==> config.mk <==
export PLATFORM = sky130hd
export DESIGN_NAME = evt_timer
export DESIGN_NICKNAME = d
export VERILOG_FILES = /design/src/rtl/evt_timer_pkg.sv /design/src/rtl/evt_timer_regs.sv /design/src/rtl/evt_timer_presc.sv /design/src/rtl/evt_timer_core.sv /design/src/rtl/evt_timer.sv
export SDC_FILE = /design/constraint.sdc
export NUM_CORES = 1
export LEC_CHECK = 0
export BUFFER_PORTS_ARGS = -buffer_cell sky130_fd_sc_hd__buf_2
export CAP_MARGIN = 20
export CORE_MARGIN = 10
export CORE_UTILIZATION = 55
export DETAILED_ROUTE_END_ITERATION = 10
export GPL_TIMING_DRIVEN = 0
export HOLD_SLACK_MARGIN = 0.1
export PLACE_DENSITY = 0.8
export SLEW_MARGIN = 20
export SYNTH_ARGS = -nofsm -noshare
export SYNTH_HDL_FRONTEND = slang
export SYNTH_SLANG_ARGS = --single-unit
export TNS_END_PERCENT = 50
==> constraint.sdc <==
create_clock -name clk -period 6.4 [get_ports clk]
set_input_delay 0.32 -clock clk [delete_from_list [all_inputs] [get_ports clk]]
set_output_delay 0.32 -clock clk [all_outputs]
set_load 0.02 [all_outputs]
==> src/rtl/evt_timer_pkg.sv <==
package evt_timer_pkg;

    typedef enum logic [1:0] {
        IDX_RELOAD = 2'd0,
        IDX_COUNT  = 2'd1,
        IDX_CTRL   = 2'd2,
        IDX_STATUS = 2'd3
    } reg_idx_e;

    localparam int CTRL_RUN_BIT   = 0;
    localparam int CTRL_PER_BIT   = 1;
    localparam int CTRL_IEN_BIT   = 2;
    localparam int CTRL_PRESC_LSB = 8;
    localparam int STAT_FLAG_BIT  = 0;

endpackage

==> src/rtl/evt_timer_regs.sv <==
module evt_timer_regs
    import evt_timer_pkg::*;
#(
    parameter int DATA_W  = 32,
    parameter int PRESC_W = 8
) (
    input  logic               clk,
    input  logic               rst_n,
    input  logic               wr_en,
    input  logic [1:0]         addr,
    input  logic [DATA_W-1:0]  wr_data,
    input  logic               expire,
    output logic [DATA_W-1:0]  reload_q,
    output logic               run,
    output logic               periodic,
    output logic               irq_en,
    output logic [PRESC_W-1:0] presc,
    output logic               flag,
    output logic               flag_clr
);

    typedef struct packed {
        logic [DATA_W-1:0]  reload;
        logic               run;
        logic               per;
        logic               ien;
        logic [PRESC_W-1:0] presc;
        logic               flag;
    } regs_t;

    regs_t st_d, st_q;

    always_comb begin
        st_d     = st_q;
        flag_clr = wr_en && (addr == IDX_STATUS) && wr_data[STAT_FLAG_BIT];
        if (wr_en && addr == IDX_RELOAD) begin
            st_d.reload = wr_data;
        end
        if (wr_en && addr == IDX_CTRL) begin
            st_d.run   = wr_data[CTRL_RUN_BIT];
            st_d.per   = wr_data[CTRL_PER_BIT];
            st_d.ien   = wr_data[CTRL_IEN_BIT];
            st_d.presc = wr_data[CTRL_PRESC_LSB +: PRESC_W];
        end
        st_d.flag = (st_q.flag && !flag_clr) || expire;
    end

    always_ff @(posedge clk or negedge rst_n) begin
        if (!rst_n) begin
            st_q <= '0;
        end else begin
            st_q <= st_d;
        end
    end

    assign reload_q = st_q.reload;
    assign run      = st_q.run;
    assign periodic = st_q.per;
    assign irq_en   = st_q.ien;
    assign presc    = st_q.presc;
    assign flag     = st_q.flag;

endmodule

==> src/rtl/evt_timer_presc.sv <==
module evt_timer_presc #(
    parameter int PRESC_W = 8
) (
    input  logic               clk,
    input  logic               rst_n,
    input  logic               run,
    input  logic [PRESC_W-1:0] presc,
    output logic               tick
);

    logic [PRESC_W-1:0] div_d, div_q;

    always_comb begin
        tick  = run && (div_q >= presc);
        div_d = div_q + 1'b1;
        if (!run || tick) begin
            div_d = '0;
        end
    end

    always_ff @(posedge clk or negedge rst_n) begin
        if (!rst_n) begin
            div_q <= '0;
        end else begin
            div_q <= div_d;
        end
    end

endmodule

==> src/rtl/evt_timer_core.sv <==
module evt_timer_core #(
    parameter int DATA_W = 32
) (
    input  logic              clk,
    input  logic              rst_n,
    input  logic              tick,
    input  logic              periodic,
    input  logic [DATA_W-1:0] reload,
    input  logic              cnt_wr,
    input  logic [DATA_W-1:0] cnt_wdata,
    output logic [DATA_W-1:0] cnt_q,
    output logic              expire
);

    localparam logic [DATA_W-1:0] ONE = DATA_W'(1);

    logic [DATA_W-1:0] cnt_d;

    always_comb begin
        cnt_d  = cnt_q;
        expire = 1'b0;
        if (cnt_wr) begin
            cnt_d = cnt_wdata;
        end else if (tick && cnt_q != '0) begin
            if (cnt_q == ONE) begin
                expire = 1'b1;
                cnt_d  = periodic ? reload : '0;
            end else begin
                cnt_d = cnt_q - ONE;
            end
        end
    end

    always_ff @(posedge clk or negedge rst_n) begin
        if (!rst_n) begin
            cnt_q <= '0;
        end else begin
            cnt_q <= cnt_d;
        end
    end

endmodule

==> src/rtl/evt_timer.sv <==
module evt_timer
    import evt_timer_pkg::*;
#(
    parameter int DATA_W  = 32,
    parameter int PRESC_W = 8
) (
    input  logic              clk,
    input  logic              rst_n,
    input  logic              wr_en,
    input  logic [1:0]        addr,
    input  logic [DATA_W-1:0] wr_data,
    output logic [DATA_W-1:0] rd_data,
    output logic              irq
);

    logic [DATA_W-1:0]  reload_q;
    logic [DATA_W-1:0]  cnt_q;
    logic               run, periodic, irq_en, flag, flag_clr;
    logic [PRESC_W-1:0] presc;
    logic               tick, expire, cnt_wr;

    assign cnt_wr = wr_en && (addr == IDX_COUNT);

    evt_timer_regs #(.DATA_W(DATA_W), .PRESC_W(PRESC_W)) regs_i (
        .clk      (clk),
        .rst_n    (rst_n),
        .wr_en    (wr_en),
        .addr     (addr),
        .wr_data  (wr_data),
        .expire   (expire),
        .reload_q (reload_q),
        .run      (run),
        .periodic (periodic),
        .irq_en   (irq_en),
        .presc    (presc),
        .flag     (flag),
        .flag_clr (flag_clr)
    );

    evt_timer_presc #(.PRESC_W(PRESC_W)) presc_i (
        .clk   (clk),
        .rst_n (rst_n),
        .run   (run),
        .presc (presc),
        .tick  (tick)
    );

    evt_timer_core #(.DATA_W(DATA_W)) core_i (
        .clk       (clk),
        .rst_n     (rst_n),
        .tick      (tick),
        .periodic  (periodic),
        .reload    (reload_q),
        .cnt_wr    (cnt_wr),
        .cnt_wdata (wr_data),
        .cnt_q     (cnt_q),
        .expire    (expire)
    );

    always_comb begin
        rd_data = '0;
        case (addr)
            IDX_RELOAD: rd_data = reload_q;
            IDX_COUNT:  rd_data = cnt_q;
            IDX_CTRL: begin
                rd_data[CTRL_RUN_BIT]              = run;
                rd_data[CTRL_PER_BIT]              = periodic;
                rd_data[CTRL_IEN_BIT]              = irq_en;
                rd_data[CTRL_PRESC_LSB +: PRESC_W] = presc;
            end
            default:    rd_data[STAT_FLAG_BIT] = flag;
        endcase
    end

    assign irq = flag && irq_en;

endmodule

Word level (Yosys, flattened, before mapping) --
Index checks and enable logic that the tools add are counted.
Word-level totals: input port bits 37, bits in read-only memories 0, register bits after elaboration 84, word-level logic and storage cells 44, bits in writable memories 0, output and inout port bits 33, latch bits 0, memories kept 0
Cells by class: equality and inequality tests 4, add/subtract/negate cells 2, shift-type cells 0, bitwise gates (word level) 0, multiply operators 0, div/mod/pow operators 0, $lt $le $gt $ge 1, muxes and demuxes 13, reduce and logical (&&, ||, !) cells 16
Operators with widths (number):
- 32-bit 2-to-1 mux | 4
- 32-bit by 1-bit == test with 1-bit output, second input constant | 1
- 16-bit case mux with 2 select lines | 1
- 32-bit nonzero test | 1
- 32-bit by 1-bit subtractor with 32-bit output, second input constant | 1
- 8-bit case mux with 3 select lines | 1
- 5-bit case mux with 2 select lines | 1
- 1-bit logical AND | 9
- 8-bit by 1-bit adder with 8-bit output, second input constant | 1
- 8-bit >= comparator | 1
- 8-bit 2-to-1 mux | 1
- 2-bit case mux with 3 select lines | 1
- 2-bit == test, second input constant | 2
- 1-bit 2-to-1 mux | 3
- 1-bit case mux with 3 select lines | 1
- 2-bit by 1-bit == test with 1-bit output, second input constant | 1
- 1-bit zero test | 2
- 2-bit zero test | 1
- 1-bit logical OR | 2
- 2-bit nonzero test | 1

Longest topological paths before layout --
depth in word-level cells 6, mapped depth 10, mapped depth without buffers 8

By module --
A second synthesis with hierarchy kept.
Second synthesis, totals: cell total of the unflattened synthesis 557, area, all modules 5378.9 µm²
Modules (own cells, without submodules):
- evt_timer_core | instances 1, sequential area each 800.8 µm², area each 2543.7 µm², cells each 326
- evt_timer_regs | instances 1, sequential area each 1101.1 µm², area each 1670.4 µm², cells each 96
- evt_timer | instances 1, sequential area each 0.0 µm², area each 586.8 µm², cells each 76
- evt_timer_presc | instances 1, sequential area each 200.2 µm², area each 578.1 µm², cells each 59

Worst setup path after synthesis --
OpenSTA, ideal clock, no wires.
path kind reg2reg, from reg core_i.cnt_q[3], to reg core_i.cnt_q[13], setup slack 3.839 ns, path buffers 3, stages on the path, launching flop included 9, setup time 0.128 ns, arrival 2.433 ns, data required time 6.272 ns, path through dfrtp_1 -> buf_6 -> or4_4 -> or4_1 -> buf_6 -> or3_1 -> clkbuf_2 -> a221oi_1 -> o21ai_1
Between the ends: word-level cells in the longest chain between the ends 4, elaborated cells on any way between the ends 8, those cells by class 1 x add/sub; 1 x eq/ne; 3 x mux; 3 x reduce/logical
RTL lines:
- from (decl) | RTL line evt_timer_core.sv:11 | output logic [DATA_W-1:0] cnt_q,
- from (signal assigned) | RTL line evt_timer_core.sv:38 | cnt_q <= cnt_d;
- 32-bit by 1-bit subtractor with 32-bit output / 32-bit by 1-bit == test with 1-bit output (equally long branches) | RTL line evt_timer_core.sv:29, evt_timer_core.sv:25
- 32-bit 2-to-1 mux | RTL line evt_timer_core.sv:25 | if (cnt_q == ONE) begin
- 32-bit 2-to-1 mux | RTL line evt_timer_core.sv:24 | end else if (tick && cnt_q != '0) begin
- 32-bit 2-to-1 mux | RTL line evt_timer_core.sv:22 | if (cnt_wr) begin
Parallel ways exist; a longest one is shown, timed or not. The select of a mux whose other input is x is not followed. A chain may end at the register's enable or synchronous reset.

Worst setup path after layout --
Same ends and word-level chain as after synthesis.

==> results.json <==
{
  "max_stage_delay_ns": 0.55,
  "num_vias": 4974,
  "r2r_slack_ns": 3.53,
  "path_max_fanout": 10,
  "crit_type": "flop to flop",
  "yosysWarnings": 0,
  "synth_area_leaders": "dfrtp_1 (39%), mux2_2 (8.9%), mux2i_1 (6.5%)",
  "synth-seq-cells": 84,
  "finalCritPeriodShare_pct": 44.8,
  "final_net_count": 718,
  "peakVddDrop_mv": 0.145,
  "synthFlopType": "dfrtp_1",
  "die_y_um": 119,
  "worstReg2RegStart": "core_i.cnt_q[3]$_DFFE_PN0P_",
  "p_leak_uw": 0.00268,
  "die-area_mm2": 0.0142,
  "syn2layout_area_growth_pct": 14.2,
  "crit_top_cell": "buf_6",
  "syn_nets": 637,
  "routed_wl_mm": 16.1,
  "post_cts_resized": 0,
  "slew_headroom_pct": 36.2,
  "synth_most_common_cell": "dfrtp_1",
  "grt_pass1_wl_mm": 25.6,
  "clkSinkCount": 84,
  "fin_skew_ns": 0.0131,
  "synthArstFlopShare_pct": 100,
  "slowest_stage": "or4_4",
  "worst_pin_slew_ns": 0.949,
  "fin_area_mm2": 0.00618,
  "ant_nets": 0,
  "yosysSeqAreaShare_pct": 38.8,
  "grt_pass1_vias": 4992,
  "min_path_cells": 3,
  "holdPathEnd": "core_i.cnt_q[22]$_DFFE_PN0P_",
  "cts_htree_levels": 3,
  "place_area_mm2": 0.00594,
  "path_cells": "buf_6 -> or4_4 -> or4_1 -> buf_6 -> nor3_1 -> nor2_1 -> clkbuf_1 -> o21ai_0 -> o21ai_1",
  "final-max-slew-violation-count": 0,
  "min_path_type": "input port to flop",
  "clkTransAtPathRegs_ns": 0.10,
  "arrival_ns": 3.13,
  "r2r_cells": 9,
  "coreArea_mm2": 0.00968,
  "synth_edf_count": 0,
  "final-setup-viol-count": 0,
  "regToRegEndpoint": "core_i.cnt_q[13]$_DFFE_PN0P_",
  "required_ns": 6.66,
  "worstSetupStartpoint": "core_i.cnt_q[3]$_DFFE_PN0P_",
  "hp-start": "wr_data[22]",
  "die_x_um": 119,
  "min_period_ns": 2.87,
  "clk_path_buf_depth": 2,
  "dp_hpwl_mm": 11.7,
  "gp_congestion": 0.938,
  "cp-end-kind": "flop",
  "io_pins": 70,
  "final_util_pct": 63.8,
  "p_per_area_mw_per_mm2": 273,
  "grt_max_degree": 50,
  "grt_overflow": 0,
  "fp-row-count": 36,
  "synth_cells": 588,
  "synth_top_area_cell": "dfrtp_1",
  "syn_area_per_cell_um2": 9.21,
  "drc": 0,
  "antenna_found_initial": 0,
  "start_util_pct": 55.9,
  "grt_usage_pct": 21.8,
  "outcome": "completed",
  "hold_viol": 0,
  "rsz0062_at_grt": "no",
  "drt_iter0_drc": 563,
  "max-cap-violations": 0,
  "detail_route.wl_per_cell_um": 20.0,
  "clock_latency_ns": 0.37,
  "worst_setup_path_start_kind": "flop",
  "diodes": 0,
  "viasPerCell": 6.16,
  "cts_tree": "built",
  "tns_ns": 0,
  "cts_root_buffer": "clkbuf_8",
  "io_buffers": 68,
  "cts_buffers": 9,
  "fmax_mhz": 348,
  "yosys-top-cells-count": "dfrtp_1 (84), nand2_1 (61), nor2_1 (60)",
  "drt_first_pass_iters": 5,
  "synthesis.area_mm2": 0.00542,
  "yosysTopAreaCellShare_pct": 38.8,
  "ys_types": 56,
  "drive_gt1_share_pct": 23.3
}
-- power breakdown --
| part | internal [uW] | leakage (uW) | switching, uW | total (uW) |
|---|---|---|---|---|
| Clock | 226 | 0.000115 | 217 | 443 |
| Sequential | 630 | 0.00102 | 122 | 752 |
| Combinational | 212 | 0.00154 | 280 | 492 |
-- cell usage in the layout, fill, tap and decap left out, types with 4 or more instances in the layout --
| cell type | n |
|---|---|
| o21ai_0 | 36 |
| nor3_1 | 16 |
| o211ai_1 | 5 |
| a221oi_1 | 4 |
| a211oi_1 | 12 |
| o31ai_1 | 8 |
| a22oi_1 | 6 |
| a31oi_1 | 4 |
| buf_2 | 69 |
| inv_1 | 12 |
| a21oi_1 | 22 |
| clkbuf_8 | 9 |
| or2_2 | 7 |
| and3_1 | 6 |
| clkbuf_1 | 25 |
| nand2_1 | 61 |
| o21ai_1 | 15 |
| dfrtp_1 | 84 |
| mux2i_1 | 35 |
| xor2_1 | 14 |
| buf_4 | 5 |
| nor4_1 | 12 |
| nand4_1 | 4 |
| buf_6 | 7 |
| nand3_1 | 13 |
| or4_1 | 10 |
| or3_1 | 9 |
| nor2_1 | 60 |
| inv_6 | 4 |
| mux2_2 | 43 |
| ha_1 | 12 |
| xnor2_1 | 7 |
-- sequential cells by signal, summed over array words and instances (netlist names) --
signal and count:
regs_i.irq_en 1, regs_i.run 1, regs_i.flag 1, regs_i.presc 8, core_i.cnt_q 32, regs_i.periodic 1, presc_i.div_q 8, regs_i.reload_q 32
-- cells by family (layout without fill, tap and decap cells) --
family | count (synthesis) | count (layout) | share of synthesized area, %
and+or+nand+nor | 213 | 213 | 19.5
adders and majority gates | 12 | 12 | 2.77
muxes | 79 | 79 | 15.8
DFF | 84 | 84 | 38.8
xor gates and xnor gates | 21 | 21 | 3.40
buffers and inverters | 53 | 139 | 5.20
AOI/OAI and AO/OA | 126 | 126 | 14.5
-- layer usage --
layer / GRT usage [%] / up-vias / part of all wire [%] / routed length (um)
met5: 0 / - / 0 / 0
met4: 10.4 / 0 / 2.8 / 452
met3: 3.64 / 43 / 8.1 / 1300
met2: 34.7 / 216 / 47 / 7510
met1: 28.4 / 2418 / 43 / 6860
li1: - / 2297 / - / -
-- timing repair --
item	in CTS	in global routing
buffers inserted	0	0
hold buffers	1	0
hold endpoints to repair	48	0
-- worst max path at each step --
stage                                   end  slack (ns)  depth (start not counted)
6_report       core_i.cnt_q[13]$_DFFE_PN0P_        3.53                          9
5_1_grt        core_i.cnt_q[13]$_DFFE_PN0P_        3.36                          9
4_1_cts        core_i.cnt_q[13]$_DFFE_PN0P_        3.55                          9
3_5_place_dp   core_i.cnt_q[13]$_DFFE_PN0P_        3.59                          9
3_3_place_gp    core_i.cnt_q[6]$_DFFE_PN0P_        3.64                          8
2_1_floorplan  core_i.cnt_q[13]$_DFFE_PN0P_        3.84                          8
-- worst max-delay path, delay by kind of cell (launching register included) --
family                 cells  cell delay [ns]
AOI/OAI and AO/OA          2             0.40
and+or+nand+nor            4             1.39
buffers and inverters      3             0.58
DFF                        1             0.39
-- per-stage QoR --
| stage | setup WS [ns] | total power (uW) | std cells | hold slack, ns |
|---|---|---|---|---|
| after floorplan | 3.84 | 1070 | 588 | 0.0244 |
| after global placement | 3.64 | 1220 | 789 | 0.504 |
| after detailed placement | 3.59 | 1250 | 790 | 0.386 |
| after CTS | 3.55 | 1680 | 807 | 0.169 |
| after global routing | 3.36 | 1770 | 807 | 0.190 |
| final | 3.53 | 1690 | 807 | 0.175 |
-- final cells by class --
cell class | instances | area (um2)
Buffer | 41 | 236
Fill cell | 816 | 3500
Multi-Input combinational cell | 451 | 3030
Sequential cell | 84 | 2100
Clock inverter | 7 | 104
Clock buffer | 9 | 124
Inverter | 12 | 45.0
Timing Repair Buffer | 70 | 373
Tap cell | 133 | 166
Note: power is estimated with default switching activity, not from simulation.
